--- src/rtl/ilk_pkg.sv ---
package ilk_pkg;

  typedef enum logic [2:0] {
    OP_IDLE = 3'd0,
    OP_INT  = 3'd1,
    OP_LDD  = 3'd2,
    OP_STD  = 3'd3,
    OP_FPA  = 3'd4,
    OP_BR   = 3'd5
  } op_class_e;

  // How a source field reads its register.
  typedef enum logic [1:0] {
    USE_NONE   = 2'd0,
    USE_INT    = 2'd1,
    USE_FP     = 2'd2,
    USE_STDATA = 2'd3
  } src_use_e;

  function automatic int max2(int a, int b);
    return (a > b) ? a : b;
  endfunction

endpackage

--- src/rtl/ilk_decode.sv ---
module ilk_decode
  import ilk_pkg::*;
(
  input  logic [2:0] op,
  output src_use_e   use_a,
  output src_use_e   use_b,
  output logic       wr_int,
  output logic       wr_fp
);

  always_comb begin
    use_a  = USE_NONE;
    use_b  = USE_NONE;
    wr_int = 1'b0;
    wr_fp  = 1'b0;
    case (op)
      3'(OP_INT): begin
        use_a  = USE_INT;
        use_b  = USE_INT;
        wr_int = 1'b1;
      end
      3'(OP_LDD): begin
        use_a = USE_INT;
        wr_fp = 1'b1;
      end
      3'(OP_STD): begin
        use_a = USE_INT;
        use_b = USE_STDATA;
      end
      3'(OP_FPA): begin
        use_a = USE_FP;
        use_b = USE_FP;
        wr_fp = 1'b1;
      end
      3'(OP_BR): begin
        use_a = USE_INT;
      end
      default: begin
        use_a = USE_NONE;
      end
    endcase
  end

endmodule

--- src/rtl/ilk_table.sv ---
module ilk_table
  import ilk_pkg::*;
#(
  parameter int IDX_W     = 5,
  parameter int CW        = 2,
  parameter int MAX_LAT   = 3,
  parameter bit ZERO_LOCK = 1'b0
) (
  input  logic             clk,
  input  logic             rst,
  input  logic             wr_en,
  input  logic [IDX_W-1:0] wr_idx,
  input  op_class_e        wr_cls,
  input  logic [IDX_W-1:0] rd_idx_a,
  input  logic [IDX_W-1:0] rd_idx_b,
  output logic [CW-1:0]    rd_rem_a,
  output logic [CW-1:0]    rd_rem_b,
  output op_class_e        rd_cls_a,
  output op_class_e        rd_cls_b
);

  localparam int ENTRIES = 1 << IDX_W;

  logic [CW-1:0] rem_q [ENTRIES];
  op_class_e     cls_q [ENTRIES];

  for (genvar i = 0; i < ENTRIES; i++) begin : g_ent
    if (ZERO_LOCK && i == 0) begin : g_lock
      assign rem_q[i] = '0;
      assign cls_q[i] = OP_IDLE;
    end else begin : g_live
      logic [CW-1:0] rem;
      op_class_e     cls;
      logic          hit;

      assign hit = wr_en && (wr_idx == IDX_W'(i));

      always_ff @(posedge clk) begin
        if (rst) begin
          rem <= '0;
          cls <= OP_IDLE;
        end else if (hit) begin
          rem <= CW'(MAX_LAT);
          cls <= wr_cls;
        end else if (rem != '0) begin
          rem <= rem - 1'b1;
        end
      end

      assign rem_q[i] = rem;
      assign cls_q[i] = cls;

      assert_countdown_R5: assert property (@(posedge clk) disable iff (rst)
        (!hit && rem != '0) |=> (rem == $past(rem) - 1'b1));

      assert_reload_R11: assert property (@(posedge clk) disable iff (rst)
        hit |=> (rem == CW'(MAX_LAT)));

      assert_clear_R9: assert property (@(posedge clk) disable iff (rst)
        $fell(rst) |-> (rem == '0));
    end
  end

  assign rd_rem_a = rem_q[rd_idx_a];
  assign rd_rem_b = rem_q[rd_idx_b];
  assign rd_cls_a = cls_q[rd_idx_a];
  assign rd_cls_b = cls_q[rd_idx_b];

endmodule

--- src/rtl/ilk_need.sv ---
module ilk_need
  import ilk_pkg::*;
#(
  parameter int CW          = 2,
  parameter int MAX_LAT     = 3,
  parameter int LAT_FP_FP   = 3,
  parameter int LAT_FP_ST   = 2,
  parameter int LAT_LD_FP   = 1,
  parameter int LAT_LD_ST   = 0,
  parameter int LAT_INT_INT = 0
) (
  input  src_use_e      use_k,
  input  op_class_e     prod,
  input  logic [CW-1:0] rem,
  output logic          busy
);

  int lat;

  always_comb begin
    lat = 0;
    case (use_k)
      USE_INT: begin
        if (prod == OP_INT) lat = LAT_INT_INT;
      end
      USE_FP: begin
        if (prod == OP_FPA)      lat = LAT_FP_FP;
        else if (prod == OP_LDD) lat = LAT_LD_FP;
      end
      USE_STDATA: begin
        if (prod == OP_FPA)      lat = LAT_FP_ST;
        else if (prod == OP_LDD) lat = LAT_LD_ST;
      end
      default: lat = 0;
    endcase
    // Intervening cycles so far = MAX_LAT - rem; short if below lat.
    busy = (use_k != USE_NONE) && ((int'(rem) + lat) > MAX_LAT);
  end

endmodule

--- src/rtl/ilk_interlock.sv ---
module ilk_interlock
  import ilk_pkg::*;
#(
  parameter int REG_IDX_W   = 5,
  parameter int LAT_FP_FP   = 3,
  parameter int LAT_FP_ST   = 2,
  parameter int LAT_LD_FP   = 1,
  parameter int LAT_LD_ST   = 0,
  parameter int LAT_INT_INT = 0
) (
  input  logic                 clk,
  input  logic                 rst,
  input  logic                 in_valid,
  output logic                 in_ready,
  input  logic [2:0]           in_op,
  input  logic [REG_IDX_W-1:0] in_dst,
  input  logic [REG_IDX_W-1:0] in_srca,
  input  logic [REG_IDX_W-1:0] in_srcb,
  output logic                 out_valid
);

  localparam int MAX_LAT = max2(max2(max2(LAT_FP_FP, LAT_FP_ST),
                                     max2(LAT_LD_FP, LAT_LD_ST)),
                                max2(LAT_INT_INT, 1));
  localparam int CW = $clog2(MAX_LAT + 1);
  localparam int NSRC = 2;

  src_use_e  use_a, use_b;
  logic      wr_int, wr_fp;
  logic      fire, stall;

  logic [CW-1:0] fp_rem_a, fp_rem_b, in_rem_a, in_rem_b;
  op_class_e     fp_cls_a, fp_cls_b, in_cls_a, in_cls_b;

  src_use_e      s_use [NSRC];
  logic [CW-1:0] s_rem [NSRC];
  op_class_e     s_cls [NSRC];
  logic [NSRC-1:0] s_busy;

  ilk_decode u_dec (
    .op     (in_op),
    .use_a  (use_a),
    .use_b  (use_b),
    .wr_int (wr_int),
    .wr_fp  (wr_fp)
  );

  ilk_table #(.IDX_W(REG_IDX_W), .CW(CW), .MAX_LAT(MAX_LAT), .ZERO_LOCK(1'b0)) u_fp_tab (
    .clk      (clk),
    .rst      (rst),
    .wr_en    (fire && wr_fp),
    .wr_idx   (in_dst),
    .wr_cls   (op_class_e'(in_op)),
    .rd_idx_a (in_srca),
    .rd_idx_b (in_srcb),
    .rd_rem_a (fp_rem_a),
    .rd_rem_b (fp_rem_b),
    .rd_cls_a (fp_cls_a),
    .rd_cls_b (fp_cls_b)
  );

  ilk_table #(.IDX_W(REG_IDX_W), .CW(CW), .MAX_LAT(MAX_LAT), .ZERO_LOCK(1'b1)) u_int_tab (
    .clk      (clk),
    .rst      (rst),
    .wr_en    (fire && wr_int),
    .wr_idx   (in_dst),
    .wr_cls   (op_class_e'(in_op)),
    .rd_idx_a (in_srca),
    .rd_idx_b (in_srcb),
    .rd_rem_a (in_rem_a),
    .rd_rem_b (in_rem_b),
    .rd_cls_a (in_cls_a),
    .rd_cls_b (in_cls_b)
  );

  // Source a reads the FP file only for FP adds; source b for FP reads and store data.
  assign s_use[0] = use_a;
  assign s_rem[0] = (use_a == USE_FP) ? fp_rem_a : in_rem_a;
  assign s_cls[0] = (use_a == USE_FP) ? fp_cls_a : in_cls_a;
  assign s_use[1] = use_b;
  assign s_rem[1] = (use_b == USE_INT) ? in_rem_b : fp_rem_b;
  assign s_cls[1] = (use_b == USE_INT) ? in_cls_b : fp_cls_b;

  for (genvar s = 0; s < NSRC; s++) begin : g_src
    ilk_need #(
      .CW(CW), .MAX_LAT(MAX_LAT),
      .LAT_FP_FP(LAT_FP_FP), .LAT_FP_ST(LAT_FP_ST),
      .LAT_LD_FP(LAT_LD_FP), .LAT_LD_ST(LAT_LD_ST),
      .LAT_INT_INT(LAT_INT_INT)
    ) u_need (
      .use_k (s_use[s]),
      .prod  (s_cls[s]),
      .rem   (s_rem[s]),
      .busy  (s_busy[s])
    );
  end

  assign stall     = in_valid && (s_busy != '0);
  assign in_ready  = !stall;
  assign fire      = in_valid && !stall && !rst;
  assign out_valid = fire;

  // Consecutive stall cycles, kept for the bound check only.
  logic [CW:0] run_q;
  always_ff @(posedge clk) begin
    if (rst)                  run_q <= '0;
    else if (!stall)          run_q <= '0;
    else if (run_q < (CW+1)'(MAX_LAT)) run_q <= run_q + 1'b1;
  end

  assert_stall_bounded_R5: assert property (@(posedge clk) disable iff (rst)
    stall |-> (run_q < (CW+1)'(MAX_LAT)));

  assert_zero_reg_free_R7: assert property (@(posedge clk) disable iff (rst)
    (in_valid && in_op == 3'(OP_INT) && in_srca == '0 && in_srcb == '0) |-> in_ready);

  if (LAT_FP_FP > 0) begin : g_fpfp_chk
    assert_fp_chain_held_R1: assert property (@(posedge clk) disable iff (rst)
      ($past(!rst) && $past(out_valid) && $past(in_op) == 3'(OP_FPA) &&
       in_valid && in_op == 3'(OP_FPA) && in_srca == $past(in_dst)) |-> !in_ready);
  end

endmodule

--- config.mk ---
export PLATFORM = sky130hd
export DESIGN_NAME = ilk_interlock
export DESIGN_NICKNAME = d
export VERILOG_FILES = /design/src/rtl/ilk_pkg.sv /design/src/rtl/ilk_decode.sv /design/src/rtl/ilk_table.sv /design/src/rtl/ilk_need.sv /design/src/rtl/ilk_interlock.sv
export SDC_FILE = /design/constraint.sdc
export NUM_CORES = 1
export LEC_CHECK = 0
export BUFFER_PORTS_ARGS = -buffer_cell sky130_fd_sc_hd__buf_4
export CORE_UTILIZATION = 30
export CTS_BUF_LIST = sky130_fd_sc_hd__clkbuf_8
export DETAILED_ROUTE_END_ITERATION = 10
export GPL_ROUTABILITY_DRIVEN = 0
export PLACE_DENSITY = 0.5
export SYNTH_ARGS = -nofsm -noshare
export SYNTH_HDL_FRONTEND = slang
export SYNTH_SLANG_ARGS = --single-unit
--- constraint.sdc ---
create_clock -name clk -period 7.2 [get_ports clk]
set_input_delay 1.08 -clock clk [delete_from_list [all_inputs] [get_ports clk]]
set_output_delay 1.08 -clock clk [all_outputs]
set_load 0.01 [all_outputs]
==> results.rst <==
.. list-table::
   :header-rows: 1

   * - Metric
     - Value
   * - Post-Place Cells
     - 2294
   * - Critical path class
     - primary input to primary output
   * - Setup tns final
     - 0 ns
   * - Critical path endpoint category
     - primary output
   * - Fin. Hold Viols
     - 0
   * - Min Hold Slack
     - 0.446 ns
   * - CTS tree
     - done
   * - Unrepaired setup endpoints after global routing
     - false
   * - Iteration count of the initial detailed-routing pass
     - 5
   * - Standby leakage power
     - 0.00750 µW
   * - Outcome
     - finished clean
   * - Net count after synthesis
     - 1695
   * - Share of layout cells above drive strength 1
     - 0.213
   * - Fill cell count
     - 5611
   * - Total placed instance area
     - 17800 µm²
   * - Reg2reg end
     - u_int_tab.g_ent[18].g_live.cls[1]
   * - Total number of H-tree levels
     - 2
   * - CTS clock-pin slew for the worst setup and hold paths
     - 0.06 ns
   * - Count of placed standard cells in the final layout, fillers left out
     - 2392
   * - Number of global-route vias before repair
     - 12.4k
   * - Dominant register cell in the synthesized netlist
     - dfxtp_1
   * - Cell area after synthesis
     - 17000 µm²
   * - Worst ir drop on vdd
     - 0.195 mV
   * - Number of maximum-capacitance constraint violations
     - 0
   * - Fraction of synthesis flops using an asynchronous set or reset pin
     - 0
   * - Clock insertion delay at the later pin of the skew report
     - 0.64 ns
   * - Num rows
     - 86
   * - Die width
     - 240 µm
   * - Launch point of the worst reg-to-reg path
     - u_fp_tab.g_ent[19].g_live.cls[1]
   * - Number of vias per cell after detailed routing
     - 5.19
   * - Number of enable-type register cells in the synthesized netlist
     - 0
   * - Number of buffers added to fix hold violations after cts
     - 0
   * - Avg WL per Cell
     - 20.0 µm
   * - Post-layout instance area
     - 18900 µm²
   * - Max Clk Rate
     - 155 MHz
   * - Per-instance average area after synthesis
     - 10.5 µm²
   * - Overall routed net length
     - 47900 µm
   * - Global router's overall resource usage
     - 0.170
   * - Number of max-slew violations in the final report
     - 0
   * - Shortest clock period the worst path allows after layout
     - 6.43 ns
   * - Synth top area share
     - 0.372
   * - Depth of the worst register-to-register path
     - 12
   * - Flop-to-flop setup slack
     - 2.48 ns
   * - Relative slew slack
     - 0.259
   * - CTS Buf Count
     - 56
   * - CP Launch Type
     - primary input
   * - IO Port Bufs
     - 22
   * - Number of antenna violations at the first check in global routing
     - 0
   * - Number of nets in the finished design
     - 1690
   * - Capturing element of the worst setup path
     - in_ready
   * - Remaining global-route overflow
     - 0
   * - Antenna Nets Post-Route
     - 0
   * - Total power per unit cell area
     - 318 nW/µm²
   * - Data arrival time at the worst-slack endpoint
     - 5.35 ns
   * - First-pass GRT wire length
     - 74600 µm
   * - Number of ports placed on the die boundary
     - 23
   * - Slew at the pin with the worst max-slew slack
     - 1.08 ns
   * - Final worst path period share
     - 0.893
   * - Required time worst endpoint
     - 6.12 ns
   * - Top post-synthesis cells by area
     - dfxtp_1 37%, mux4_2 17%, mux2i_1 4.9%, mux2_2 4.8%, ha_1 4.8%
   * - Layout overhead on the synthesized area
     - 11.2%
   * - Core ar.
     - 55500 µm²
   * - Die footprint
     - 57500 µm²
   * - Clock Skew
     - 0.0240 ns
   * - CTS-repair resized insts
     - 0
   * - Synthesis warning total
     - 0
   * - Post-CTS setup-driven buffer insertion count
     - 0
   * - First DRT Iteration DRCs
     - 848
   * - Share of the yosys chip area belonging to registers
     - 0.372
   * - Root Driver
     - clkbuf_8
   * - DP Wirelength
     - 34000 µm
   * - Antenna diode count
     - 0
   * - Max clock buf depth
     - 3
   * - Pin count of the biggest net entering global routing
     - 128
   * - Worst setup path startpoint
     - in_srca[0]
   * - Initial Utilization
     - 0.305
   * - Post-synthesis cell type count
     - 58
   * - Final setup fails
     - 0
   * - Vias
     - 12.4k
   * - Seq cells post-synth
     - 315
   * - Critical hold path startpoint
     - u_int_tab.g_ent[30].g_live.cls[0]
   * - Hold/Removal Path Class
     - register to register
   * - Die Y
     - 240 µm
   * - Post-detailed-route DRC marker count
     - 0
   * - Gate count after technology mapping
     - 1609
   * - Dominant cell type by area after synthesis
     - dfxtp_1
   * - Clk sinks
     - 315
   * - Worst Path Max Fanout
     - 41
==> cells in the mapped netlist (3+ instances only) <==
library cell and count:
dfxtp_1 315, a21oi_1 155, inv_1 150, mux4_2 125
mux2i_1 83, mux2_2 73, nand2b_1 69, clkbuf_1 67
ha_1 65, and3b_1 63, xor2_1 63, nand2_1 62
nor2_1 55, nor3_1 40, nor3b_1 35, nand3_2 28
o21ai_0 22, nand3_1 21, buf_2 18, nor2b_1 13
and3_1 11, buf_4 9, a221oi_1 6, buf_1 6
a22oi_1 4, buf_6 4, o211ai_1 4, a211o_1 3
nand4_1 3, nor4_1 3
==> metal layers <==
metal  vias up  track usage  part of all wire
met4         0       0.0591             0.027
met1      6199        0.227              0.45
met3        86       0.0342             0.060
met2       372        0.271              0.46
li1       5756            -                 -
met5         -            0                 0
==> layout make-up <==
| cell class | count | area, µm² | area share |
|---|---|---|---|
| multi-input cells | 1040 | 9640 | 0.511 |
| flip-flops and latches | 315 | 6310 | 0.334 |
| clock buffers | 71 | 977 | 0.0518 |
| well taps | 748 | 936 | 0.0496 |
| inverters | 150 | 563 | 0.0299 |
| repair buffers | 41 | 327 | 0.0173 |
| clock inverters | 27 | 109 | 0.00577 |
==> critical path: stages <==
cell	delay, ns
buf_4	0.63
mux4_2	0.61
mux4_2	0.54
mux4_2	0.50
ha_1	0.29
nor2b_1	0.13
o32a_1	0.13
o211ai_1	0.13
a211o_1	0.28
o31ai_2	0.51
nor2_4	0.04
nand2_1	0.20
nand2_1	0.08
buf_4	0.14
==> worst min path at each step <==
stage                                              to  slack (ns)  cells after the start
global route         u_int_tab.g_ent[1].g_live.cls[0]        0.46                      2
floorplan           u_int_tab.g_ent[10].g_live.cls[0]        0.42                      2
finish              u_int_tab.g_ent[30].g_live.cls[0]        0.45                      2
global placement    u_int_tab.g_ent[11].g_live.cls[0]        0.43                      2
detailed placement  u_int_tab.g_ent[30].g_live.cls[0]        0.44                      2
CTS                 u_int_tab.g_ent[30].g_live.cls[0]        0.44                      2
==> cell usage in the layout, fill, tap and decap left out, types with 3 or more instances in the layout <==
master | netlist | layout
a211o_1 | 3 | 3
a21oi_1 | 155 | 155
a221oi_1 | 6 | 6
a22oi_1 | 4 | 4
and3_1 | 11 | 11
and3b_1 | 63 | 63
buf_4 | 9 | 39
clkbuf_8 | 0 | 72
clkinv_2 | 0 | 6
dfxtp_1 | 315 | 315
ha_1 | 65 | 65
inv_1 | 150 | 171
mux2_2 | 73 | 73
mux2i_1 | 83 | 83
mux4_2 | 125 | 125
nand2_1 | 62 | 62
nand2b_1 | 69 | 69
nand3_1 | 21 | 21
nand3_2 | 28 | 28
nand4_1 | 3 | 3
nor2_1 | 55 | 54
nor2b_1 | 13 | 13
nor3_1 | 40 | 40
nor3b_1 | 35 | 35
nor4_1 | 3 | 3
o211ai_1 | 4 | 4
o21ai_0 | 22 | 22
xor2_1 | 63 | 63
==> kinds of logic (layout without fill, tap and decap cells) <==
logic type | Yosys count | count (layout) | share of synthesized area
compound gates | 217 | 217 | 0.0722
xor+xnor | 64 | 64 | 0.0331
fa+ha+maj | 65 | 65 | 0.0480
buf+inv | 254 | 289 | 0.0613
flops | 315 | 315 | 0.372
mux | 281 | 281 | 0.263
simple gates | 413 | 413 | 0.150
==> through the flow <==
stage	total power [µW]	setup WS [ns]	util
after floorplan	3940	0.795	-
after global placement	4270	0.798	0.320
after detailed placement	4400	0.721	0.320
after CTS	6070	0.708	0.340
after global routing	6430	0.448	0.340
final	6000	0.768	0.340
==> flip-flops by register name, summed over array words and instances, names as in the netlist <==
name	flops
u_fp_tab.g_ent.g_live.cls	96
u_int_tab.g_ent.g_live.cls	93
u_fp_tab.g_ent.g_live.rem	64
u_int_tab.g_ent.g_live.rem	62
==> power breakdown <==
| group | switching [µW] | internal [µW] |
|---|---|---|
| clock network | 748 | 876 |
| registers | 330 | 2070 |
| logic | 853 | 1130 |
(Power assumes the default switching activity.)
